--- src/rtl/fbsw_pkg.sv ---
package fbsw_pkg;

  localparam int unsigned STAT_N    = 3;
  localparam int unsigned STAT_DA   = 0;
  localparam int unsigned STAT_DB   = 1;
  localparam int unsigned STAT_ERR  = 2;

  typedef logic [STAT_N-1:0] stat_vec_t;

  // sticky flag update: set has priority over a write-1 clear
  function automatic logic sticky_next(input logic cur, input logic set,
                                       input logic clr);
    return set | (cur & ~clr);
  endfunction

  // interrupt reduction of flags against enables
  function automatic logic irq_reduce(input stat_vec_t flags,
                                      input stat_vec_t enables);
    return |(flags & enables);
  endfunction

endpackage

--- src/rtl/fbsw_trigger.sv ---
module fbsw_trigger (
  input  logic clk,
  input  logic rst_n,
  input  logic evt_en_i,
  input  logic evt_sel_i,
  input  logic vsync_i,
  input  logic first_data_i,
  output logic vsync_rise_o,
  output logic trig_o
);

  logic vsync_q;

  always_ff @(posedge clk or negedge rst_n) begin
    if (!rst_n) vsync_q <= 1'b0;
    else        vsync_q <= vsync_i;
  end

  assign vsync_rise_o = vsync_i & ~vsync_q;
  assign trig_o       = evt_en_i & (evt_sel_i ? first_data_i : vsync_rise_o);

endmodule

--- src/rtl/fbsw_sel_ctrl.sv ---
module fbsw_sel_ctrl (
  input  logic clk,
  input  logic rst_n,
  input  logic evt_en_i,
  input  logic trig_i,
  input  logic dma_done_i,
  output logic sel_o,
  output logic swap_o,
  output logic premature_o
);

  logic sel_q;
  logic armed_q;     // a frame has been opened since reset
  logic seen_q;      // completion seen since the last trigger

  assign swap_o      = evt_en_i ? (trig_i & armed_q) : dma_done_i;
  assign premature_o = evt_en_i & trig_i & armed_q & ~seen_q & ~dma_done_i;
  assign sel_o       = sel_q;

  always_ff @(posedge clk or negedge rst_n) begin
    if (!rst_n) begin
      sel_q   <= 1'b0;
      armed_q <= 1'b0;
      seen_q  <= 1'b0;
    end else begin
      if (swap_o) sel_q <= ~sel_q;
      if (trig_i) begin
        armed_q <= 1'b1;
        seen_q  <= 1'b0;
      end else if (dma_done_i) begin
        seen_q  <= 1'b1;
      end
    end
  end

endmodule

--- src/rtl/fbsw_status.sv ---
module fbsw_status
  import fbsw_pkg::*;
(
  input  logic      clk,
  input  logic      rst_n,
  input  stat_vec_t set_i,
  input  stat_vec_t clr_i,
  input  stat_vec_t ie_i,
  output stat_vec_t stat_o,
  output logic      irq_o
);

  stat_vec_t stat_q;

  for (genvar g = 0; g < STAT_N; g++) begin : g_flag
    always_ff @(posedge clk or negedge rst_n) begin
      if (!rst_n) stat_q[g] <= 1'b0;
      else        stat_q[g] <= sticky_next(stat_q[g], set_i[g], clr_i[g]);
    end
  end

  assign stat_o = stat_q;
  assign irq_o  = irq_reduce(stat_q, ie_i);

endmodule

--- src/rtl/fbuf_base_switcher.sv ---
module fbuf_base_switcher
  import fbsw_pkg::*;
#(
  parameter int unsigned ADDR_W     = 32,
  parameter int unsigned ALIGN_BITS = 2
) (
  input  logic                         clk,
  input  logic                         rst_n,
  input  logic [ADDR_W-ALIGN_BITS-1:0] base_a_i,
  input  logic [ADDR_W-ALIGN_BITS-1:0] base_b_i,
  input  logic                         sw_evt_en_i,
  input  logic                         sw_evt_sel_i,
  input  logic                         vsync_i,
  input  logic                         first_data_i,
  input  logic                         dma_done_i,
  input  logic [STAT_N-1:0]            clr_i,
  input  logic [STAT_N-1:0]            irq_en_i,
  output logic [ADDR_W-1:0]            cur_base_o,
  output logic                         cur_sel_o,
  output logic                         done_a_o,
  output logic                         done_b_o,
  output logic                         err_o,
  output logic                         irq_o
);

  localparam int unsigned WORD_W = ADDR_W - ALIGN_BITS;

  logic      vsync_rise_w;
  logic      trig_w;
  logic      swap_w;
  logic      premature_w;
  logic      sel_w;
  stat_vec_t set_w;
  stat_vec_t stat_w;
  logic [WORD_W-1:0] word_w;

  fbsw_trigger u_trig (
    .clk          (clk),
    .rst_n        (rst_n),
    .evt_en_i     (sw_evt_en_i),
    .evt_sel_i    (sw_evt_sel_i),
    .vsync_i      (vsync_i),
    .first_data_i (first_data_i),
    .vsync_rise_o (vsync_rise_w),
    .trig_o       (trig_w)
  );

  fbsw_sel_ctrl u_sel (
    .clk         (clk),
    .rst_n       (rst_n),
    .evt_en_i    (sw_evt_en_i),
    .trig_i      (trig_w),
    .dma_done_i  (dma_done_i),
    .sel_o       (sel_w),
    .swap_o      (swap_w),
    .premature_o (premature_w)
  );

  always_comb begin
    set_w           = '0;
    set_w[STAT_DA]  = dma_done_i & ~sel_w;
    set_w[STAT_DB]  = dma_done_i &  sel_w;
    set_w[STAT_ERR] = premature_w;
  end

  fbsw_status u_stat (
    .clk    (clk),
    .rst_n  (rst_n),
    .set_i  (set_w),
    .clr_i  (clr_i),
    .ie_i   (irq_en_i),
    .stat_o (stat_w),
    .irq_o  (irq_o)
  );

  assign word_w = sel_w ? base_b_i : base_a_i;

  if (ALIGN_BITS > 0) begin : g_align
    assign cur_base_o = {word_w, {ALIGN_BITS{1'b0}}};
  end else begin : g_noalign
    assign cur_base_o = word_w;
  end

  assign cur_sel_o = sel_w;
  assign done_a_o  = stat_w[STAT_DA];
  assign done_b_o  = stat_w[STAT_DB];
  assign err_o     = stat_w[STAT_ERR];

endmodule

--- config.mk ---
export PLATFORM = sky130hd
export DESIGN_NAME = fbuf_base_switcher
export DESIGN_NICKNAME = d
export VERILOG_FILES = /design/src/rtl/fbsw_pkg.sv /design/src/rtl/fbsw_trigger.sv /design/src/rtl/fbsw_sel_ctrl.sv /design/src/rtl/fbsw_status.sv /design/src/rtl/fbuf_base_switcher.sv
export SDC_FILE = /design/constraint.sdc
export NUM_CORES = 1
export LEC_CHECK = 0
export ABC_CLOCK_PERIOD_IN_PS = 1490
export CORE_AREA = 2 2 42 44
export CTS_CLUSTER_SIZE = 28
export DETAILED_ROUTE_END_ITERATION = 16
export DIE_AREA = 0 0 44 46
export DONT_BUFFER_PORTS = 1
export PLACE_DENSITY = 0.66
export SLEW_MARGIN = 20
export SYNTH_ARGS = -nofsm -noshare
export SYNTH_HDL_FRONTEND = slang
export SYNTH_SLANG_ARGS = --single-unit
--- constraint.sdc ---
create_clock -name clk -period 1.49 [get_ports clk]
set_input_delay 0.149 -clock clk [delete_from_list [all_inputs] [get_ports clk]]
set_output_delay 0.149 -clock clk [all_outputs]
set_load 0.05 [all_outputs]
; Word level (Yosys, flattened, before mapping)
; Index checks and enable logic that the tools add are counted.
[op_classes]
bitwise_logic = 23
n_reduce_logical = 2
mux = 5
[ops]
columns = op, count
row1 = 2-to-1 mux 30 bit, 1
row2 = bitwise AND 1 bit, 12
row3 = NOT 1 bit, 7
row4 = 2-to-1 mux 1 bit, 4
row5 = bitwise AND 3 bit, 1
row6 = bitwise OR 1 bit, 3
row7 = OR reduction 3 bit, 1
row8 = nonzero test 2 bit, 1
[totals]
register_bits = 7
word_cells = 37
in_bits = 73

; Depth between registers and ports, before layout
[logic_depth]
depth_word = 9
mapped_depth = 4

; Modules after synthesis
; From an unflattened synthesis, not the netlist that was laid out.
[hier_totals]
cells_unflattened = 65
hier_area_um2 = 834.6
[modules_own_cells]
columns = mod, n_inst, seq_area_each_um2, area_per_inst_um2, cells_each
row1 = fbuf_base_switcher, 1, 0.0, 540.5, 39
row2 = fbsw_status, 1, 75.1, 123.9, 11
row3 = fbsw_sel_ctrl, 1, 75.1, 120.1, 11
row4 = fbsw_trigger, 1, 25.0, 50.0, 4

; Worst setup path before layout
; Ideal clock, no wire load.
[synth_path]
path_kind = reg2out
start = register u_sel.sel_q (netlist: u_sel.sel_o)
end = output cur_base_o[10]
stages_incl_launch_ff = 4
setup_slack_ns = -0.186
t_required_ns = 1.341
t_arrival_ns = 1.527
path_buffers = 2
path_cell_list = dfrtp_1 > buf_2 > buf_2 > mux2_2
[synth_between]
elab_chain_len = 1
[synth_lines]
columns = item, line_no
row1 = from (decl), fbsw_sel_ctrl.sv:12  ; logic sel_q;
row2 = from (signal assigned), fbsw_sel_ctrl.sv:26  ; if (swap_o) sel_q <= ~sel_q;
row3 = 2-to-1 mux 30 bit, fbuf_base_switcher.sv:76  ; assign word_w = sel_w ? base_b_i : base_a_i;
row4 = to (decl), fbuf_base_switcher.sv:18  ; output logic [ADDR_W-1:0] cur_base_o,
; No other way between the ends.

; Worst setup path after layout
[layout_path]
start = register u_sel.sel_q (netlist: u_sel.sel_o)
end = output cur_base_o[29]
; Same word-level chain as after synthesis.

==> results by group <==
Outcome
  – Outcome: complete, but fails checks
  – Failing checks: setup timing

Finish
  – Fill cell count: 149
  – # diodes: 0
  – Layout cells sized above 1: a little under three fifths
  – Area grow syn2layout: 16.9%
  – Final Util: between 40% and 50%
  – Final net count: 147
  – Final std cells w/o fill: 90
  – Post-route cell area: 778 um^2

Routing
  – Detail Route Antenna Nets: 0
  – Pre-antenna DRT Iters: 4
  – DR iter-0 viols: 15
  – Avg Vias per Cell: 6.12
  – WL/cell: 20.9 um
  – Drt total wl: 1.88 mm
  – DR vias: ~550
  – DRC viols: 0

Logic synthesis
  – Sequential fraction of the synthesis area: 26.3%
  – Synthesized area: 666 um^2
  – Post-synth top flop: dfrtp_1
  – Yosys cell types: 19
  – EDFF count, synth: 0
  – #FFs+latches synth: 7
  – Async set-reset flop share out of synthesis: 100%
  – Cell count after synthesis: between 60 and 70
  – Warnings from Yosys: 0
  – Average instance area after synthesis: 10.6 um^2

Die
  – Core area: 1610 um^2
  – # rows: 15
  – Die H: 46 um
  – Boundary pin count: 110
  – Initial Utilization: 41.2%
  – Die area: 2020 um^2
  – Die X: roughly 44 um

Global routing
  – Aggregate global routing overflow: 0
  – First-pass GRT wire length: between 2 and 2.5 mm
  – GR peak layer: met2
  – Grt met2 use: 30.0%
  – Met1 Use GR: 18.8%
  – Initial antenna violation count: 0
  – Vias in the first global route: 521
  – M3 GR Usage: 4.37%
  – Total GRT Usage: between 10% and 20%
  – Largest net degree at the start of global routing: 21

Timing
  – Final critical-path share of the clock period: 101%
  – Setup TNS: -0.121 ns
  – Final setup fails: 20
  – RSZ-0062 raised after global routing: yes
  – Final hold slack: 0.0177 ns
  – Fin crit period: 1.50 ns
  – Clock skew after layout: 0.000805 ns
  – Slew Limit Fails: 0
  – Final Hold Viols: 0
  – Final WS setup: -0.0146 ns
  – Achievable frequency: roughly 660 MHz

Placed design
  – Dpl cell area: between 700 and 800 um^2
  – Final HPWL DP: approximately 1.6 mm
  – Gp weighted congestion: 0.659
  – Port buffer count: 0
  – Post-placement setup slack: approximately 0.25 ns
  – Placed cell count: 81

CTS
  – H-tree levels: 1
  – Clock Path Buffers: 2
  – Cts bufs inserted: 3
  – TritonCTS clock tree: yes
  – Worst-Skew Late Latency: between 0.2 and 0.3 ns
  – CTS Sinks: 7
  – Reg clk slew, reported paths: 0.05 ns
  – Clock root buffer: clkbuf_4

Power
  – Static Leak: about 0.34 nW
  – Total chip power: 2.28 mW
  – Power per cell area: 2930 nW/um^2
  – Peak VDD IR: 0.979 mV

Worst setup path
  – Critical Path End Type: output pin
  – Type of the worst setup path: flip-flop to output pin
  – Crit path DAT: 1.36 ns
  – Critical Path Start Type: flip-flop
  – Top fanout value on the critical path: 20
  – R2r setup slk: 0.29 ns
  – WP data required: 1.34 ns

Run
  – Total of max-cap violations: 0

Min path
  – Worst Hold Class: primary input to flip-flop
[power breakdown]
part | switching (mW) | total, mW | leakage (nW) | internal [mW]
sequential | 0.0193 | 0.252 | 0.0797 | 0.233
clock | 0.0707 | 0.173 | 0.0150 | 0.102
combinational | 1.41 | 1.86 | 0.242 | 0.447
[state kept, by name, summed over array words and instances (netlist names)]
register	count
u_stat.stat_o	3
u_sel.sel_o	1
u_sel.seen_q	1
u_trig.vsync_q	1
u_sel.armed_q	1
[per-layer routing]
| layer | wire length [um] | vias up |
|---|---|---|
| li1 | - | 244 |
| met1 | 648 | 264 |
| met2 | 1070 | 43 |
| met4 | 0 | 0 |
| met3 | 162 | 0 |
| met5 | 0 | - |
[layout make-up]
type / count / area [um^2] / share of cell area (%)
Multi-Input combinational cell: 47 / 444 / 57.1
Tap cell: 17 / 21.3 / 2.73
Timing Repair Buffer: 11 / 95.1 / 12.2
Inverter: 4 / 15.0 / 1.93
Clock buffer: 4 / 26.3 / 3.38
Sequential cell: 7 / 176 / 22.7
[cells in the mapped netlist, types with 2 or more instances]
| cell type | count | area share (%) |
|---|---|---|
| buf_2 | 4 | 3.0 |
| mux2_2 | 30 | 51 |
| inv_1 | 4 | 2.3 |
| dfrtp_1 | 7 | 26 |
| buf_4 | 2 | 2.3 |
| nand2_1 | 3 | 1.7 |
[worst max-delay path, stage by stage, from the launching register on]
cell,delay [ns]
dfrtp_2,0.35
buf_4,0.25
mux2_2,0.50
[repair_timing]
| action | in CTS | in global routing |
|---|---|---|
| setup buffers | 0 | 0 |
| endpoints found under the setup margin | 20 | 21 |
| hold endpoints to repair | 11 | 0 |
| hold buffers | 5 | 0 |
| pin swaps | 0 | 0 |
| cloned | 0 | 0 |
| gates resized for setup | 0 | 1 |
[layout by cell type (no fill, tap or decap)]
master | synthesis | final
a21oi_1 | 1 | 1
mux2_2 | 30 | 30
dlygate4sd3_1 | 0 | 5
nand2_1 | 3 | 3
nor2b_1 | 1 | 1
inv_1 | 4 | 3
a41o_1 | 1 | 1
clkbuf_4 | 0 | 3
dfrtp_1 | 7 | 6
buf_4 | 2 | 6
inv_2 | 0 | 1
o21ai_0 | 1 | 1
mux2i_1 | 1 | 1
a222oi_1 | 1 | 1
clkbuf_1 | 0 | 1
xor2_1 | 1 | 1
o22ai_1 | 1 | 1
conb_1 | 1 | 2
dfrtp_2 | 0 | 1
or3b_1 | 1 | 1
nor2_1 | 1 | 1
a31oi_1 | 1 | 1
a21o_1 | 1 | 1
[logic make-up after synthesis]
group,after synthesis,synth area share (%)
simple gates,6,4.51
xor+xnor,1,1.32
buf+inv,10,7.52
other cells,1,0.563
mux,31,52.3
compound gates,7,7.52
flops,7,26.3
[final timing paths]
| path | startpoint | endpoint | cells past startpoint |
|---|---|---|---|
| worst min-delay path | sw_evt_en_i | u_sel.armed_q | 1 |
| worst max register to register | u_trig.vsync_q | u_sel.sel_o | 3 |
| worst min register to register | u_sel.armed_q | u_sel.armed_q | 1 |
| max in group asynchronous | rst_n | u_sel.sel_o | 1 |
| min in group asynchronous | rst_n | u_stat.stat_o[0] | 1 |
| worst max-delay path | u_sel.sel_o | cur_base_o[29] | 2 |
Power figures use the tool's default switching activity.
